--- src/rtl/cfu_pkg.sv ---
package cfu_pkg;
  localparam int CFU_FIELDS = 8;
  localparam int CFU_NIB    = 4;
  localparam int CFU_WIDTH  = CFU_FIELDS * CFU_NIB;
  localparam int CFU_FLDW   = $clog2(CFU_FIELDS);
  localparam int CFU_BITW   = $clog2(CFU_WIDTH);
  localparam int CFU_IMMW   = 16;

  typedef enum logic [3:0] {
    OP_NOP    = 4'd0,
    OP_CMP_S  = 4'd1,
    OP_CMP_U  = 4'd2,
    OP_CMPI_S = 4'd3,
    OP_CMPI_U = 4'd4,
    OP_BITOP  = 4'd5,
    OP_FMOVE  = 4'd6,
    OP_MASKWR = 4'd7
  } cfu_op_e;

  typedef enum logic [2:0] {
    FN_AND  = 3'd0,
    FN_OR   = 3'd1,
    FN_NAND = 3'd2,
    FN_XOR  = 3'd3,
    FN_NOR  = 3'd4,
    FN_EQV  = 3'd5,
    FN_ANDC = 3'd6,
    FN_ORC  = 3'd7
  } cfu_fn_e;
endpackage

--- src/rtl/cfu_compare.sv ---
module cfu_compare
  import cfu_pkg::*;
#(
  parameter int W = CFU_WIDTH
) (
  input  logic [W-1:0] lhs,
  input  logic [W-1:0] rhs,
  input  logic         signed_mode,
  input  logic         so,
  output logic [3:0]   code
);
  logic lhs_x, rhs_x;
  logic lt, eq;

  always_comb begin
    lhs_x = signed_mode & lhs[W-1];
    rhs_x = signed_mode & rhs[W-1];
    eq    = (lhs == rhs);
    lt    = $signed({lhs_x, lhs}) < $signed({rhs_x, rhs});
    code  = {lt, ~lt & ~eq, eq, so};
  end
endmodule

--- src/rtl/cfu_bitop.sv ---
module cfu_bitop
  import cfu_pkg::*;
(
  input  logic    x,
  input  logic    y,
  input  cfu_fn_e fn,
  output logic    r
);
  always_comb begin
    unique case (fn)
      FN_AND:  r = x & y;
      FN_OR:   r = x | y;
      FN_NAND: r = ~(x & y);
      FN_XOR:  r = x ^ y;
      FN_NOR:  r = ~(x | y);
      FN_EQV:  r = ~(x ^ y);
      FN_ANDC: r = x & ~y;
      FN_ORC:  r = x | ~y;
      default: r = 1'b0;
    endcase
  end
endmodule

--- src/rtl/cfu_mask_expand.sv ---
module cfu_mask_expand
  import cfu_pkg::*;
#(
  parameter int FIELDS = CFU_FIELDS,
  parameter int NIB    = CFU_NIB
) (
  input  logic [FIELDS-1:0]     mask,
  output logic [FIELDS*NIB-1:0] bit_en
);
  for (genvar g = 0; g < FIELDS; g++) begin : g_nib
    assign bit_en[g*NIB +: NIB] = {NIB{mask[g]}};
  end
endmodule

--- src/rtl/cond_field_unit.sv ---
module cond_field_unit
  import cfu_pkg::*;
(
  input  logic                clk,
  input  logic                rst,
  input  logic                cmd_valid,
  input  logic [3:0]          cmd_op,
  input  logic [CFU_WIDTH-1:0] opnd_a,
  input  logic [CFU_WIDTH-1:0] opnd_b,
  input  logic [CFU_IMMW-1:0] imm16,
  input  logic                so_in,
  input  logic [CFU_FLDW-1:0] fld_dst,
  input  logic [CFU_FLDW-1:0] fld_src,
  input  logic [CFU_BITW-1:0] bit_a,
  input  logic [CFU_BITW-1:0] bit_b,
  input  logic [CFU_BITW-1:0] bit_t,
  input  logic [2:0]          bool_fn,
  input  logic [CFU_FIELDS-1:0] fld_mask,
  output logic [CFU_WIDTH-1:0] cr_q
);
  localparam int W = CFU_WIDTH;

  logic [W-1:0]        cr_r, cr_nxt;
  logic [W-1:0]        cmp_rhs, imm_ext, bit_en;
  logic                cmp_signed;
  logic [3:0]          cmp_code;
  logic                bit_x, bit_y, bit_r;
  logic [CFU_BITW-1:0] dst_lsb, src_lsb, pa, pb, pt;
  cfu_op_e             op;

  assign op = cfu_op_e'(cmd_op);

  always_comb begin
    dst_lsb = CFU_BITW'((CFU_FIELDS - 1 - int'(fld_dst)) * CFU_NIB);
    src_lsb = CFU_BITW'((CFU_FIELDS - 1 - int'(fld_src)) * CFU_NIB);
    pa      = CFU_BITW'(W - 1 - int'(bit_a));
    pb      = CFU_BITW'(W - 1 - int'(bit_b));
    pt      = CFU_BITW'(W - 1 - int'(bit_t));
    bit_x   = cr_r[pa];
    bit_y   = cr_r[pb];
  end

  always_comb begin
    cmp_signed = (op == OP_CMP_S) || (op == OP_CMPI_S);
    imm_ext    = cmp_signed ? {{(W-CFU_IMMW){imm16[CFU_IMMW-1]}}, imm16}
                            : {{(W-CFU_IMMW){1'b0}}, imm16};
    cmp_rhs    = ((op == OP_CMPI_S) || (op == OP_CMPI_U)) ? imm_ext : opnd_b;
  end

  cfu_compare #(.W(W)) u_cmp (
    .lhs(opnd_a), .rhs(cmp_rhs), .signed_mode(cmp_signed),
    .so(so_in), .code(cmp_code)
  );

  cfu_bitop u_bit (
    .x(bit_x), .y(bit_y), .fn(cfu_fn_e'(bool_fn)), .r(bit_r)
  );

  cfu_mask_expand #(.FIELDS(CFU_FIELDS), .NIB(CFU_NIB)) u_mask (
    .mask(fld_mask), .bit_en(bit_en)
  );

  always_comb begin
    cr_nxt = cr_r;
    if (cmd_valid) begin
      case (op)
        OP_CMP_S, OP_CMP_U, OP_CMPI_S, OP_CMPI_U:
          cr_nxt[dst_lsb +: CFU_NIB] = cmp_code;
        OP_BITOP:
          cr_nxt[pt] = bit_r;
        OP_FMOVE:
          cr_nxt[dst_lsb +: CFU_NIB] = cr_r[src_lsb +: CFU_NIB];
        OP_MASKWR:
          cr_nxt = (opnd_a & bit_en) | (cr_r & ~bit_en);
        default: ;
      endcase
    end
  end

  always_ff @(posedge clk) begin
    if (rst) cr_r <= '0;
    else     cr_r <= cr_nxt;
  end

  assign cr_q = cr_r;
endmodule

--- config.mk ---
export PLATFORM = sky130hd
export DESIGN_NAME = cond_field_unit
export DESIGN_NICKNAME = d
export VERILOG_FILES = /design/src/rtl/cfu_pkg.sv /design/src/rtl/cfu_compare.sv /design/src/rtl/cfu_bitop.sv /design/src/rtl/cfu_mask_expand.sv /design/src/rtl/cond_field_unit.sv
export SDC_FILE = /design/constraint.sdc
export NUM_CORES = 1
export LEC_CHECK = 0
export ABC_AREA = 1
export CAP_MARGIN = 20
export CORE_MARGIN = 5
export CORE_UTILIZATION = 40
export CTS_CLUSTER_DIAMETER = 120
export DETAILED_ROUTE_END_ITERATION = 10
export PLACE_DENSITY = 0.67
export SLEW_MARGIN = 25
export SYNTH_ARGS = -nofsm -noshare
export SYNTH_HDL_FRONTEND = slang
export SYNTH_HIERARCHICAL = 1
export SYNTH_SLANG_ARGS = --single-unit
export TNS_END_PERCENT = 30
--- constraint.sdc ---
create_clock -name clk -period 4.8 [get_ports clk]
set_clock_uncertainty 0.05 [all_clocks]
set_input_delay 0.72 -clock clk [delete_from_list [all_inputs] [get_ports clk]]
set_output_delay 0.72 -clock clk [all_outputs]
set_load 0.02 [all_outputs]
# Yosys cells after proc, flatten, opt, wreduce, memory -nomap -nowiden
# Cells that the tools add are included.
[word_totals]
inputBits = 120
word_cells = 69
out_inout_bits = 32
ff_bits = 32
[classes]
muxes = 13
bitwise = 18
shifts = 4
n_reduce_logical = 7
addsub = 6
n_lt_le_gt_ge = 5
eq_ne = 15
[ops]
columns = ["operator", "count"]
rows = [
  ["$pmux 32 s4", 1],
  ["$bwmux 32", 3],
  ["$and 32x32->32", 2],
  ["$mux 32", 2],
  ["$shiftx 4x7->32", 2],
  ["$lt 33x33->1", 1],
  ["$eq 32x32->1", 1],
  ["$not 32->32", 1],
  ["$or 32x32->32", 1],
  ["$shift 4x7->32 const A", 1],
  ["$shiftx 32x6->4", 1],
  ["$lt 5x6->1 const B", 3],
  ["$eq 4x3->1 const B", 4],
  ["$sub 5x5->5 const A", 3],
  ["$eq 3x3->1 const B", 4],
  ["$bmux 1 s5", 2],
  ["$eq 4x2->1 const B", 2],
  ["$pmux 1 s8", 1],
  ["$neg 5->7", 1],
  ["$eq 3x2->1 const B", 2],
  ["$not 1->1", 6],
  ["$sub 3x3->3 const A", 2],
  ["$and 1x1->1", 5],
  ["$demux 1 s5", 1],
  ["other kinds (12)", 16],
]

# Longest topological paths before layout
[depth]
word_depth = 11
mapped_depth = 29
ltp_nobuf = 29

# By module
# Netlist, hierarchy kept.
[modules_own_cells]
columns = ["mod", "cells_each", "instances", "seq_area_each_um2", "area_per_inst_um2"]
rows = [
  ["cond_field_unit", 930, 1, 640.6, 4769.6],
  ["cfu_compare", 177, 1, 0.0, 1039.7],
  ["cfu_mask_expand", 32, 1, 0.0, 240.2],
  ["cfu_bitop", 29, 1, 0.0, 151.4],
]

# Least setup slack after synthesis
# No wires, ideal clock.
[synth_timing]
kind = "input -> register"
start = "in cmd_op[1]"
end = "reg with a tool-made name"
setup_slack_ns = 1.177
stages = 27
setup_time_ns = 0.056
path_buffers = 2
t_required_ns = 4.694
arrival_ns = 3.517
cell_sequence = "nor2_1 nand2_1 o31ai_2 nand3_1 clkbuf_1 o21ai_0 inv_1 ha_1 nand2_1 nor2_1 nand2_1 nor2_1 nand3_1 nor2_1 nor2_2 nand2_1 nand2_1 nand2_2 buf_4 inv_1 nor2_1 nand2_1 nor2_1 nor2_1 nand3_1 nand2_1 inv_1"
[synth_lines]
columns = ["item", "line_no", "text"]
rows = [
  ["start: declaration", "cond_field_unit.sv:7", "input logic [3:0] cmd_op,"],
]

==> results.py <==
metrics = {
    "outcome": {
        "outcome": "completed",
    },
    "synthesis": {
        "synth_warnings": 6,
        "synth_largest_area_cell": "nand2_1",
        "synth_nets": 1327,
        "synth_area_per_cell_um2": 5.31,
        "synthCells": 1168,
        "syn_area_um2": 6200,
        "ys_types": 36,
        "yosys.area.top_type_share_pct": 17.7,
        "ys_seq_elements": 32,
        "synthTopCellsByArea": "nand2_1 18%, inv_1 12%, dfxtp_1 10%",
        "ys_seq_area_share_pct": 10.3,
    },
    "drt": {
        "drc": 0,
        "wire_per_inst_um": 16.8,
        "drt_iter0_drc": 883,
        "antenna_left": 0,
        "wirelength_um": 24500,
        "avgViaCountPerCell": 5.35,
        "drtPass1Iterations": 5,
        "dr_total_vias": 7801,
    },
    "floorplan": {
        "initial_utilization_pct": 40.8,
        "core_area_um2": 15200,
        "dieArea_um2": 18100,
        "die_y_um": 135,
        "die_x_um": 135,
        "io_pins": 152,
        "rows": 45,
    },
    "power": {
        "p_per_area_nw_per_um2": 153,
        "leakage_nw": 3.53,
        "ir_worst_vdd_v": 0.000123,
    },
    "clocking": {
        "post_cts_resized": 0,
        "cts_buffers": 5,
        "clk_pin_slew_worst_paths_ps": 60,
        "cts.hold.buffers_added": 0,
        "root_buffer": "clkbuf_16",
        "clockBufferDepth": 2,
        "clk_latency_ps": 290,
        "cts_sinks": 32,
        "h-tree-depth": 2,
        "post_cts_buffers": 0,
        "cts_tree": "built",
    },
    "finish": {
        "syn_to_final_growth_pct": 25.5,
        "nets": 1430,
        "layout-drive-gt1-share_pct": 5.19,
        "final_util_pct": 51.2,
        "stdcell_count": 1459,
        "n_antenna_cell": 0,
    },
    "job": {
        "cap_violations": 0,
    },
    "grt": {
        "gr-total-overflow": 0,
        "grt_start_max_net_pins": 33,
        "grt_pass1_wl_um": 38300,
        "grt_pass1_vias": 7363,
        "grt_usage_pct": 26.6,
        "antenna_found_initial": 0,
    },
    "worst_setup_path": {
        "path_max_fanout": 32,
        "crit_top_cell": "nand2_1",
        "cp_data_arrival_time_ps": 4620,
        "startpoint_type": "input port",
        "slowest_stage": "clkdlybuf4s50_1",
        "crit_buf_inv": 7,
        "worstSetupPathType": "in -> reg",
        "path_delay_family": "simple AND/OR/NAND/NOR gates",
        "startpoint": "cmd_op[2]",
        "cp.required_ps": 4990,
        "cp-end-kind": "register",
        "critPathMaxStageDelay_ps": 540,
    },
    "timing": {
        "maxSlewHeadroom_pct": 47.5,
        "finalCriticalPeriod_ps": 4430,
        "hold_viol_final": 0,
        "fmax_ghz": 0.226,
        "rsz0062_at_grt": "no",
        "setup_violations": 0,
        "finalCritPeriodShare_pct": 92.2,
        "tightestPinTransition_ps": 782,
        "timing.hold.ws_ps": 677,
        "drv_slew": 0,
        "setup_tns_ps": 0,
    },
    "place": {
        "portBuffers": 151,
        "place_inst": 1452,
        "place_congestion": 1.02,
        "hpwl_um": 20300,
    },
    "min_path": {
        "worstHoldPathType": "reg -> reg",
    },
}
## synthesized netlist by cell type, drive strengths merged
library cell  number
a21oi            124
nor3b              1
o211ai             3
clkbuf            19
ha                39
o31ai              1
a211oi             6
dfxtp             32
a21o               3
buf               47
nand3            108
nor2             102
nor4               3
clkinv             2
mux2              16
nand4             11
a31oi              1
o22ai              1
nor3               8
nand2            297
inv              207
o21ai            137
## routing by layer
layer | track usage, % | part of all wire [%] | wire length [um] | up-vias
li1 | - | - | - | 3943
met1 | 35.0 | 42 | 10300 | 3482
met2 | 44.7 | 47 | 11400 | 343
met3 | 5.63 | 9.3 | 2280 | 33
met4 | 5.71 | 1.7 | 416 | 0
met5 | 0 | 0 | 0 | -
## cells by family after synthesis
group           synth area share (%)
fa+ha+maj                       7.87
compound gates                  23.6
simple gates                    36.1
buf+inv                         19.1
mux                             2.91
flops                           10.3
## tightest hold or removal path, delay by kind of cell (launching register included)
family,cells,cell delay [ps]
compound gates,1,90
buf+inv,2,190
flops,1,330
simple gates,1,70
## placed cells by master (no fill, tap or decap), types with 2 or more instances in the layout
cell	synthesis	final
o211ai_1	3	3
inv_2	6	6
a21oi_1	124	124
nand4_1	11	11
nor2_2	4	4
o21ai_2	8	8
dfxtp_1	32	32
clkbuf_16	0	5
clkdlybuf4s50_1	0	151
nand3_1	106	106
mux2_2	16	16
nor3_2	3	3
nor2_1	96	96
o21ai_1	14	14
a211oi_1	5	5
nor4_1	2	2
nor2_4	2	2
nand3_2	2	2
nand2_2	4	4
o21ai_0	115	115
clkinv_1	2	2
nand2_1	293	293
a21o_1	2	2
ha_1	39	39
nor3_1	5	5
inv_1	201	201
buf_4	37	10
## final cells by class
| class | instances | area (um2) |
|---|---|---|
| Tap cell | 188 | 235 |
| Fill cell | 1683 | 7420 |
| Timing Repair Buffer | 162 | 1610 |
| Multi-Input combinational cell | 861 | 4380 |
| Clock inverter | 1 | 5.00 |
| Sequential cell | 32 | 641 |
| Clock buffer | 6 | 129 |
| Inverter | 209 | 785 |
## per-stage QoR
step	worst slack (ps)	total power [mW]	area (um2)
after global placement	248	0.867	7650
after global routing	4.07	1.27	7780
after detailed placement	142	0.868	7650
final	374	1.19	7780
after CTS	438	1.18	7780
after floorplan	1180	0.639	6200
## final timing paths
kind / endpoint / slack (ps) / cells past startpoint
hold / removal: register / 680 / 4
hold reg to reg: register / 680 / 4
setup / recovery: register / 370 / 30
setup reg to reg: register / 1120 / 26
## power by group
part	switching, mW	internal, mW	total [mW]	leakage (nW)
logic	0.346	0.237	0.583	3.20
registers	0.0137	0.277	0.291	0.260
clock network	0.128	0.189	0.317	0.0667
total	0.487	0.703	1.19	3.53
Power figures use the tool's default switching activity.
